`src/rtl/osc_fail_pkg.sv`:
```
package osc_fail_pkg;
  // register addresses decoded by the write port
  localparam int ADDR_STOP_REG = 0;
  localparam int ADDR_FLAG_REG = 1;
  localparam int ADDR_CTRL_REG = 7;

  // power-up values
  localparam logic RST_FLAG = 1'b1;
  localparam logic RST_STOP = 1'b0;
  localparam logic RST_OUT  = 1'b1;
endpackage

```
`src/rtl/hb_edge_sync.sv`:
```
module hb_edge_sync #(
  parameter int STAGES = 2
) (
  input  logic clk,
  input  logic rst_n,
  input  logic hb_in,
  output logic hb_rise
);
  localparam int W = STAGES + 1;

  logic [W-1:0] shreg;

  always_ff @(posedge clk or negedge rst_n) begin
    if (!rst_n) shreg <= '0;
    else        shreg <= {shreg[W-2:0], hb_in};
  end

  // newest synchronised sample high, previous one low
  assign hb_rise = shreg[STAGES-1] & ~shreg[STAGES];
endmodule

```
`src/rtl/osc_loss_timer.sv`:
```
module osc_loss_timer #(
  parameter int TIMEOUT_CYC = 4096
) (
  input  logic clk,
  input  logic rst_n,
  input  logic hb_rise,
  output logic osc_dead
);
  localparam int CW = $clog2(TIMEOUT_CYC + 1);
  localparam logic [CW-1:0] LIMIT = CW'(TIMEOUT_CYC);

  logic [CW-1:0] idle_cnt;

  always_ff @(posedge clk or negedge rst_n) begin
    if (!rst_n)                idle_cnt <= '0;
    else if (hb_rise)          idle_cnt <= '0;
    else if (idle_cnt != LIMIT) idle_cnt <= idle_cnt + 1'b1;
  end

  assign osc_dead = (idle_cnt == LIMIT);
endmodule

```
`src/rtl/run_qualifier.sv`:
```
module run_qualifier #(
  parameter int RUN_EDGES = 131072
) (
  input  logic clk,
  input  logic rst_n,
  input  logic hb_rise,
  input  logic osc_dead,
  input  logic stop_bit,
  output logic clear_ready
);
  localparam int RW = $clog2(RUN_EDGES + 1);
  localparam logic [RW-1:0] FULL = RW'(RUN_EDGES);

  logic [RW-1:0] run_cnt;

  always_ff @(posedge clk or negedge rst_n) begin
    if (!rst_n) begin
      run_cnt <= '0;
    end else if (stop_bit) begin
      run_cnt <= '0;
    end else if (hb_rise) begin
      // the edge ending a timeout starts a fresh run of one
      if (osc_dead)             run_cnt <= RW'(1);
      else if (run_cnt != FULL) run_cnt <= run_cnt + 1'b1;
    end else if (osc_dead) begin
      run_cnt <= '0;
    end
  end

  assign clear_ready = (run_cnt == FULL);
endmodule

```
`src/rtl/osc_ctrl_regs.sv`:
```
module osc_ctrl_regs
  import osc_fail_pkg::*;
#(
  parameter int ADDR_W = 3
) (
  input  logic              clk,
  input  logic              rst_n,
  input  logic              wr_en,
  input  logic [ADDR_W-1:0] wr_addr,
  input  logic              wr_bit,
  input  logic              osc_dead,
  input  logic              clear_ready,
  output logic              fail_flag,
  output logic              stop_bit,
  output logic              out_level
);
  logic wr_stop, wr_flag, wr_ctrl;

  assign wr_stop = wr_en && (wr_addr == ADDR_W'(ADDR_STOP_REG));
  assign wr_flag = wr_en && (wr_addr == ADDR_W'(ADDR_FLAG_REG));
  assign wr_ctrl = wr_en && (wr_addr == ADDR_W'(ADDR_CTRL_REG));

  always_ff @(posedge clk or negedge rst_n) begin
    if (!rst_n) begin
      stop_bit  <= RST_STOP;
      out_level <= RST_OUT;
    end else begin
      if (wr_stop) stop_bit  <= wr_bit;
      if (wr_ctrl) out_level <= wr_bit;
    end
  end

  // set causes outrank a software clear
  always_ff @(posedge clk or negedge rst_n) begin
    if (!rst_n)                 fail_flag <= RST_FLAG;
    else if (osc_dead || stop_bit) fail_flag <= 1'b1;
    else if (wr_flag) begin
      if (wr_bit)           fail_flag <= 1'b1;
      else if (clear_ready) fail_flag <= 1'b0;
    end
  end
endmodule

```
`src/rtl/osc_fail_monitor.sv`:
```
module osc_fail_monitor
  import osc_fail_pkg::*;
#(
  parameter int ADDR_W           = 3,
  parameter int DATA_W           = 8,
  parameter int SYNC_STAGES      = 2,
  parameter int TIMEOUT_CYC      = 4096,
  parameter int EDGES_PER_SECOND = 32768,
  parameter int RUN_SECONDS      = 4
) (
  input  logic              clk,
  input  logic              rst_n,
  input  logic              hb_in,
  input  logic              wr_en,
  input  logic [ADDR_W-1:0] wr_addr,
  input  logic [DATA_W-1:0] wr_data,
  output logic              fail_flag,
  output logic              stop_bit,
  output logic              out_level,
  output logic              out_pull_low,
  output logic              osc_running,
  output logic              clear_ready
);
  localparam int RUN_EDGES = RUN_SECONDS * EDGES_PER_SECOND;

  logic hb_rise, osc_dead;
  logic unused_low_bits;

  assign unused_low_bits = ^wr_data[DATA_W-2:0];

  hb_edge_sync #(.STAGES(SYNC_STAGES)) sync_i (
    .clk(clk), .rst_n(rst_n), .hb_in(hb_in), .hb_rise(hb_rise)
  );

  osc_loss_timer #(.TIMEOUT_CYC(TIMEOUT_CYC)) loss_i (
    .clk(clk), .rst_n(rst_n), .hb_rise(hb_rise), .osc_dead(osc_dead)
  );

  run_qualifier #(.RUN_EDGES(RUN_EDGES)) run_i (
    .clk(clk), .rst_n(rst_n), .hb_rise(hb_rise), .osc_dead(osc_dead),
    .stop_bit(stop_bit), .clear_ready(clear_ready)
  );

  osc_ctrl_regs #(.ADDR_W(ADDR_W)) regs_i (
    .clk(clk), .rst_n(rst_n), .wr_en(wr_en), .wr_addr(wr_addr),
    .wr_bit(wr_data[DATA_W-1]), .osc_dead(osc_dead),
    .clear_ready(clear_ready), .fail_flag(fail_flag),
    .stop_bit(stop_bit), .out_level(out_level)
  );

  assign osc_running  = ~osc_dead;
  assign out_pull_low = ~out_level;
endmodule

```
`config.mk`:
```
export PLATFORM = sky130hd
export DESIGN_NAME = osc_fail_monitor
export DESIGN_NICKNAME = d
export VERILOG_FILES = /design/src/rtl/osc_fail_pkg.sv /design/src/rtl/hb_edge_sync.sv /design/src/rtl/osc_loss_timer.sv /design/src/rtl/run_qualifier.sv /design/src/rtl/osc_ctrl_regs.sv /design/src/rtl/osc_fail_monitor.sv
export SDC_FILE = /design/constraint.sdc
export NUM_CORES = 1
export LEC_CHECK = 0
export ABC_CLOCK_PERIOD_IN_PS = 4100
export CAP_MARGIN = 20
export CELL_PAD_IN_SITES_DETAIL_PLACEMENT = 0
export CELL_PAD_IN_SITES_GLOBAL_PLACEMENT = 1
export CORE_UTILIZATION = 28
export CTS_CLUSTER_SIZE = 24
export DETAILED_ROUTE_END_ITERATION = 10
export GPL_ROUTABILITY_DRIVEN = 0
export PLACE_DENSITY_LB_ADDON = 0.1
export SKIP_LAST_GASP = 1
export SLEW_MARGIN = 20
export SYNTH_ARGS = -nofsm -noshare
export SYNTH_HDL_FRONTEND = slang
export SYNTH_SLANG_ARGS = --single-unit
```
`constraint.sdc`:
```
create_clock -name clk -period 4.1 [get_ports clk]
set_clock_uncertainty 0.15 [all_clocks]
set_input_delay 0.41 -clock clk [delete_from_list [all_inputs] [get_ports clk]]
set_output_delay 0.41 -clock clk [all_outputs]
set_load 0.05 [all_outputs]
```
# After elaboration in Yosys (flattened, before gate mapping)
# Index checks and enable logic that the tools add are counted.
[word_totals]
regBits = 37
input_bits = 15
out_inout_bits = 6
wordCells = 41
[op_classes]
addsub = 2
n_eq_ne = 6
n_mux = 11
bitwise_logic = 4
reduce_logical = 12
[ops]
columns = ["operator", "n"]
rows = [
  ["$mux 18", 5],
  ["$mux 13", 2],
  ["$add 18x1->18 const B", 1],
  ["$eq 18x18->1 const B", 1],
  ["$ne 18x18->1 const B", 1],
  ["$add 13x1->13 const B", 1],
  ["$eq 13x13->1 const B", 1],
  ["$ne 13x13->1 const B", 1],
  ["$reduce_bool 3->1", 3],
  ["$mux 1", 4],
  ["$reduce_and 2->1", 2],
  ["$reduce_bool 2->1", 2],
  ["$eq 3x1->1 const B", 1],
  ["$eq 3x3->1 const B", 1],
  ["$logic_and 1x1->1", 3],
  ["$logic_not 3->1", 1],
  ["$not 1->1", 3],
  ["$and 1x1->1", 1],
  ["$logic_or 1x1->1", 1],
]

# Longest topological paths before layout
# Gate-level depths: netlist of the first run.
[logic_depth]
depth_word = 5
mapped_depth = 8
depth_no_buf = 7

# Cells and area by module
# Synthesis of the first run repeated with hierarchy kept, for this count alone.
[hier_totals]
hier_cells = 214
area_unflattened_um2 = 2059.5
[modules_own_cells]
columns = ["mod", "n_inst", "cells_per_inst", "area_each_um2", "seq_area_each_um2"]
rows = [
  ["run_qualifier", 1, 121, 1072.3, 450.4],
  ["osc_loss_timer", 1, 77, 744.5, 325.3],
  ["osc_ctrl_regs", 1, 10, 146.4, 77.6],
  ["hb_edge_sync", 1, 4, 88.8, 75.1],
  ["osc_fail_monitor", 1, 2, 7.5, 0.0],
]

# Least setup slack after synthesis of the first run
# Ideal clock, no wire load.
[synth_path]
path_type = "register -> register"
start = "register run_i.run_cnt[5]"
end = "register regs_i.fail_flag"
setup_ps = 83
t_arrival_ps = 2488
t_required_ps = 3867
slack_ps = 1379
stages_incl_launch_ff = 6
n_path_buf = 0
period_less_slack_ps = 2721
path_cell_list = "dfrtp_1 -> nor4b_1 -> nand2_1 -> nor3_1 -> nand2_1 -> a221o_1"
[synth_via]
elab_chain_len = 3
[synth_rtl]
columns = ["element", "line_no", "source"]
rows = [
  ["start, declared", "run_qualifier.sv:14", "logic [RW-1:0] run_cnt;"],
  ["start signal, assigned", "run_qualifier.sv:24", "else if (run_cnt != FULL) run_cnt <= run_cnt + 1'b1;"],
  ["$eq 18x18->1", "run_qualifier.sv:30", "assign clear_ready = (run_cnt == FULL);"],
  ["net clear_ready", "osc_fail_monitor.sv:22", "output logic clear_ready"],
  ["$reduce_bool 3->1 (no source line)", "n/a", ""],
  ["$reduce_and 2->1 (no source line)", "n/a", ""],
  ["end signal, assigned", "osc_ctrl_regs.sv:35", "if (!rst_n) fail_flag <= RST_FLAG;"],
  ["end signal, assigned", "osc_ctrl_regs.sv:36", "else if (osc_dead || stop_bit) fail_flag <= 1'b1;"],
  ["end signal, assigned", "osc_ctrl_regs.sv:38", "if (wr_bit) fail_flag <= 1'b1;"],
  ["end, declared", "osc_ctrl_regs.sv:13", "output logic fail_flag,"],
]
# The timed path passes the listed nets, and every way through them passes these cells.
# A chain may end at the register's enable or synchronous reset.

# Worst setup path after layout of the first run
[layout_path]
start = "register run_i.run_cnt[13]"
end = "output port clear_ready"
[layout_via]
elab_chain_len = 1
[layout_rtl]
columns = ["element", "line_no"]
rows = [
  ["$eq 18x18->1", "run_qualifier.sv:30"],
  ["end, declared", "osc_fail_monitor.sv:22"],
]
# No other way between the ends.

==> reports/summary.txt, run 1 <==
Routed wire length on met2 = 1700 um
Post-CTS sizing = 0
Reg2Reg Depth = 6
Total grt overflow = 0
Height of the die = 82.9 um
Nets = 228
R2r startpoint = loss_i.idle_cnt[0]
Cell area after synthesis = 1830 sq um
Slew margin rel. = 43.5%
Tightest Pin Transition = 0.848 ns
Mapped Nets = 212
P per Cell Area = 384 nW/um^2
Count of input and output buffers = 13
Hold/Removal Path Class = input pin to async pin
Clock-pin slew on the worst setup and hold paths = 0.07 ns
Post-DP HPWL = 2670 um
Max Cap Viol = 0
Routed WL per cell = 13.3 um
Post-layout instance area = 2140 sq um
Seq/Total Area, Yosys = 50.6%
Cells after synthesis = 193
Largest net degree at the start of global routing = 38
Sink Count = 37
Top-Level Pins = 21
CP Capture Type = primary output
Startpoint Class = register
DRT antenna net count = 0
Area Growth Syn to Fin = 16.8%
End point of the critical path = clear_ready
Fill count = 645
Full die area = 6880 sq um
GRT Total Usage = 12.5%
Met1 WL = 1940 um
Top Layer Used = met4
Post-synth top flop = dfrtp_1
Period utilization = 77.8%
Latest clock arrival within the worst-skew pair = 0.29 ns
Share of cells above drive strength 1 = 7.62%
Initial drt markers = 78
Yosys warns = 0
Final Hold Vio Count = 0
Outcome = finished, final reports clean
Critical path's largest stage delay = 0.91 ns
Routed wire length = 3830 um
DR pass1 iterations = 4
Fin Setup TNS = 0 ns
Num rows = 29
Total setup buffers inserted after CTS = 0
Setup CP Type = register to primary output
Max Root-Sink Buffers = 2
CP startpoint = run_i.run_cnt[13]
Antenna Cells = 0
Syn Area/Cell = 9.50 sq um
Initial Utilization = 28.9%
RSZ-0062 raised after global routing = no
Clk root buf = clkbuf_8
Reg2reg setup slack = 1.60 ns
Dpl cell area = 2040 sq um
CTS tree = done
Avg Vias per Cell = 4.90
Vias in the first global route = 1389
Via count = 1406
Count of final setup violators = 0
Post-synth ARST share = 100%
Crit path DAT = 2.63 ns
CTS Buf Count = 5
Antenna violations before repair = 0
Final min period = 3.19 ns
FF-to-FF End = run_i.run_cnt[14]
Worst-path cell chain = nor4_1 -> nand2_1 -> nor3_1 -> clkdlybuf4s50_1
WL met3 = 130 um
WP data required = 3.54 ns
Seq cells post-synth = 37
Post-synth EDFFs = 0
Slew Viols, Final = 0
Fmax = 0.314 GHz
Crit-path slowest cell = clkdlybuf4s50_1
VDD IR max = 0.000239 V
Drt drc = 0
Core area = 6350 sq um
Leak = 0.000910 uW
Total Power = 822 uW
First-pass GRT wire length = 6780 um
Die width = 82.9 um
Yosys cell types = 32
H-tree Lvls = 2
CP max FO = 6
CTS Hold Buffers Added = 0
## worst max-delay path, delay by kind of cell (launching register included)
kind                   cells  cell delay (ns)
buffers and inverters      1             0.91
flip-flops                 1             0.42
AND/OR/NAND/NOR            3             1.00
## power by group
group	total, uW	internal [uW]	leakage, uW	switching, uW
Combinational	126	47.0	0.000360	79.0
Sequential	415	389	0.000495	26.0
Clock	281	152	0.0000542	129
## registers in the layout, indices dropped and copies added (netlist names)
| register | count |
|---|---|
| run_i.run_cnt | 18 |
| loss_i.idle_cnt | 13 |
| sync_i.shreg | 3 |
| regs_i.fail_flag | 1 |
| regs_i.out_level | 1 |
| regs_i.stop_bit | 1 |
## how the worst min path moves through the flow
| stage | startpoint | endpoint | slack, ns |
|---|---|---|---|
| 6_report | rst_n | loss_i.idle_cnt[7] | 0.06 |
| 5_1_grt | rst_n | loss_i.idle_cnt[2] | 0.14 |
| 4_1_cts | rst_n | loss_i.idle_cnt[2] | 0.10 |
| 3_5_place_dp | sync_i.shreg[0] | sync_i.shreg[1] | 0.19 |
| 3_3_place_gp | sync_i.shreg[0] | sync_i.shreg[1] | 0.19 |
| 2_1_floorplan | rst_n | loss_i.idle_cnt[0] | -0.04 |
## synthesized netlist by cell type, types with 2 or more instances
| cell type | count | share of area (%) |
|---|---|---|
| nor3_1 | 2 | 0.55 |
| o21ai_0 | 7 | 1.9 |
| dfrtp_1 | 35 | 48 |
| ha_1 | 4 | 2.7 |
| nor4b_1 | 4 | 1.9 |
| or3_1 | 6 | 2.0 |
| xor2_1 | 16 | 7.6 |
| buf_2 | 2 | 0.55 |
| dfstp_2 | 2 | 2.9 |
| clkbuf_1 | 3 | 0.61 |
| nand4_1 | 9 | 3.1 |
| nand2_1 | 14 | 2.9 |
| xnor2_1 | 6 | 2.9 |
| nand2b_1 | 3 | 1.0 |
| nor2_1 | 36 | 7.4 |
| nor4_1 | 4 | 1.4 |
| inv_1 | 8 | 1.6 |
| nand3_1 | 11 | 3.0 |
| a21oi_1 | 8 | 2.2 |
## kinds of logic (layout without fill, tap and decap cells)
group / after synthesis / after routing / share of synthesized area (%)
AND/OR/NAND/NOR: 97 / 97 / 26.8
flip-flops: 37 / 37 / 50.6
XOR/XNOR: 22 / 22 / 10.5
AO/OA/AOI/OAI: 18 / 18 / 5.39
buffers and inverters: 13 / 30 / 2.80
adder cells (fa/ha/maj): 4 / 4 / 2.73
multiplexers: 2 / 2 / 1.16
## layer usage
metal / global-route usage, % / vias to the layer above
met3: 3.48 / 6
met2: 18.6 / 17
met5: 0 / -
met1: 17.2 / 689
met4: 4.70 / 0
li1: - / 694
## metrics by stage
step	setup slack [ns]	instances	hold slack, ns	utilization, %
3_5_place_dp	1.16	279	0.187	32.2
3_3_place_gp	1.18	279	0.185	32.2
2_1_floorplan	1.38	193	-0.0356	-
6_report	0.911	287	0.0635	33.8
5_1_grt	0.670	287	0.139	33.8
4_1_cts	0.863	287	0.104	33.8
## layout by cell type (no fill, tap or decap), types with 6 or more instances in the layout
| cell | Yosys | final |
|---|---|---|
| a21oi_1 | 8 | 8 |
| clkbuf_8 | 0 | 7 |
| clkdlybuf4s50_1 | 0 | 12 |
| dfrtp_1 | 35 | 35 |
| inv_1 | 8 | 8 |
| nand2_1 | 14 | 14 |
| nand3_1 | 11 | 11 |
| nand4_1 | 9 | 9 |
| nor2_1 | 36 | 36 |
| o21ai_0 | 7 | 7 |
| or3_1 | 6 | 6 |
| xnor2_1 | 6 | 6 |
| xor2_1 | 16 | 16 |
## cell type report
class	count	area (sq um)	area share (%)
flip-flops and latches	37	928	43.3
well taps	77	96.3	4.50
clock inverters	1	5.00	0.234
clock buffers	7	96.3	4.50
repair buffers	14	133	6.19
multi-input cells	143	855	39.9
inverters	8	30.0	1.40
Power figures use the tool's default switching activity.
==> run 2, diff against run 1 <==
ABC_CLOCK_PERIOD_IN_PS = 2800   (was 4100)
clock period = 2.8 ns   (was 4.1 ns; I/O delays follow)
==> run 2 against run 1 <==
  * Clock power rose by 32%
  * Critical path depth rose by 1
  * Sequential power rose by 47%
  * Final cell count increased by 0.70%
  * Highest routed layer unchanged
==> reports/summary.txt, run 2 (same netlist as run 1, synthesis figures left out) <==
Startpoint Class = register
CP max FO = 5
Period utilization = 92.8%
Crit path DAT = 2.17 ns
Post-DP HPWL = 2680 um
DRT antenna net count = 0
Via count = 1427
Clk root buf = clkbuf_8
Tightest Pin Transition = 0.855 ns
Largest register by flop count = run_i.run_cnt
RSZ-0062 raised after global routing = no
Met1 WL = 1960 um
Leak = 0.000915 uW
Count of input and output buffers = 13
Nets = 231
Latest clock arrival within the worst-skew pair = 0.28 ns
Setup ws final = 0.201 ns
Post-CTS sizing = 0
H-tree Lvls = 2
Area Growth Syn to Fin = 17.3%
Worst Hold Path EP = sync_i.shreg[1]
Max Cap Viol = 0
Avg Vias per Cell = 4.94
Routed wire length on met2 = 1760 um
Total grt overflow = 0
Antenna violations before repair = 0
Clock-pin slew on the worst setup and hold paths = 0.07 ns
WL met3 = 99 um
WP data required = 2.37 ns
Multi-input logic area = 855 sq um
Routed wire length = 3880 um
Routed WL per cell = 13.4 um
Fin Setup TNS = 0 ns
Slew Viols, Final = 0
Most frequent cells in the layout = nor2_1, dfrtp_1, xor2_1, nand2_1
Die width = 82.9 um
Non-filler cells, final = 289
Worst Hold Launch = sync_i.shreg[0]
FF-to-FF End = regs_i.fail_flag
Fmax = 0.385 GHz
Largest net degree at the start of global routing = 38
Outcome = finished, final reports clean
Commonest non-fill, non-tap cell in the layout = nor2_1
Biggest regs = run_i.run_cnt x18, loss_i.idle_cnt x13, sync_i.shreg x3
CP Capture Type = primary output
Full die area = 6880 sq um
Top Layer Used = met4
CTS Buf Count = 5
Final Hold Vio Count = 0
Cells after DPL = 281
Setup CP Type = register to primary output
Count of final setup violators = 0
Hold/Removal Path Class = register to register
Slew margin rel. = 43.0%
Initial Utilization = 28.9%
R2r startpoint = run_i.run_cnt[5]
Share of cells above drive strength 1 = 8.02%
CP startpoint = loss_i.idle_cnt[0]
Initial drt markers = 74
Final min period = 2.60 ns
Sink Count = 37
Drt drc = 0
Largest register FFs = 18
DP Worst Slack = 0.537 ns
Min-Delay Path Depth = 0
First-pass GRT wire length = 6620 um
VDD IR max = 0.000291 V
Num rows = 29
CTS tree = done
Top-Level Pins = 21
GRT Total Usage = 12.1%
Vias in the first global route = 1353
Core area = 6350 sq um
P per Cell Area = 545 nW/um^2
Height of the die = 82.9 um
DR pass1 iterations = 4
Reg2Reg Depth = 5
Max Root-Sink Buffers = 2
Fill count = 634
Reg2reg setup slack = 0.71 ns
Register area = 928 sq um
Antenna Cells = 0
[run 2: how the worst max path moves through the flow]
stage | endpoint | depth (start not counted) | slack, ns
4_1_cts | osc_running | 5 | 0.19
5_1_grt | osc_running | 5 | 0.11
3_5_place_dp | osc_running | 5 | 0.54
6_report | osc_running | 5 | 0.20
3_3_place_gp | osc_running | 5 | 0.54
2_1_floorplan | regs_i.fail_flag | 5 | 0.08
[run 2: critical path, stage by stage (launching register included)]
cell and delay, ns:
dfrtp_1 0.43, inv_1 0.08, ha_1 0.14, nor4b_1 0.30, nand3_1 0.19, clkdlybuf4s50_1 0.74
[run 2: where the power goes]
group / switching, uW / leakage, uW / internal [uW]
combinational: 116 / 0.000376 / 74.0
clock: 176 / 0.0000443 / 195
sequential: 39.3 / 0.000495 / 570
total: 332 / 0.000915 / 840
[run 2: layout make-up]
class	count	area share, %
Clock buffer	7	4.01
Inverter	8	1.40
Multi-Input combinational cell	143	39.7
Sequential cell	37	43.2
Tap cell	77	4.48
Timing Repair Buffer	17	7.21
[run 2: through the flow]
step | hold slack [ns] | utilization (%) | area, sq um | power (uW)
3_5_place_dp | 0.187 | 32.4 | 2050 | 810
4_1_cts | 0.204 | 33.9 | 2150 | 1200
3_3_place_gp | 0.184 | 32.4 | 2050 | 801
5_1_grt | 0.214 | 33.9 | 2150 | 1240
2_1_floorplan | -0.166 | - | 1830 | 737
6_report | 0.202 | 33.9 | 2150 | 1170
[run 2: timing repair]
action	CTS	global route
buffers inserted	0	0
hold endpoints to repair	35	0
hold buffers	1	0
[run 2: layer usage]
metal / vias to the layer above / GRT usage, %
met5: - / 0
met4: 0 / 5.17
met3: 7 / 2.29
met2: 21 / 18.7
met1: 700 / 16.5
li1: 699 / -
==> run 3, diff against run 2 <==
CAP_MARGIN = unset   (was 20)
==> results of run 3 <==
Final layout, timing and power as in run 2 (identical DEF).
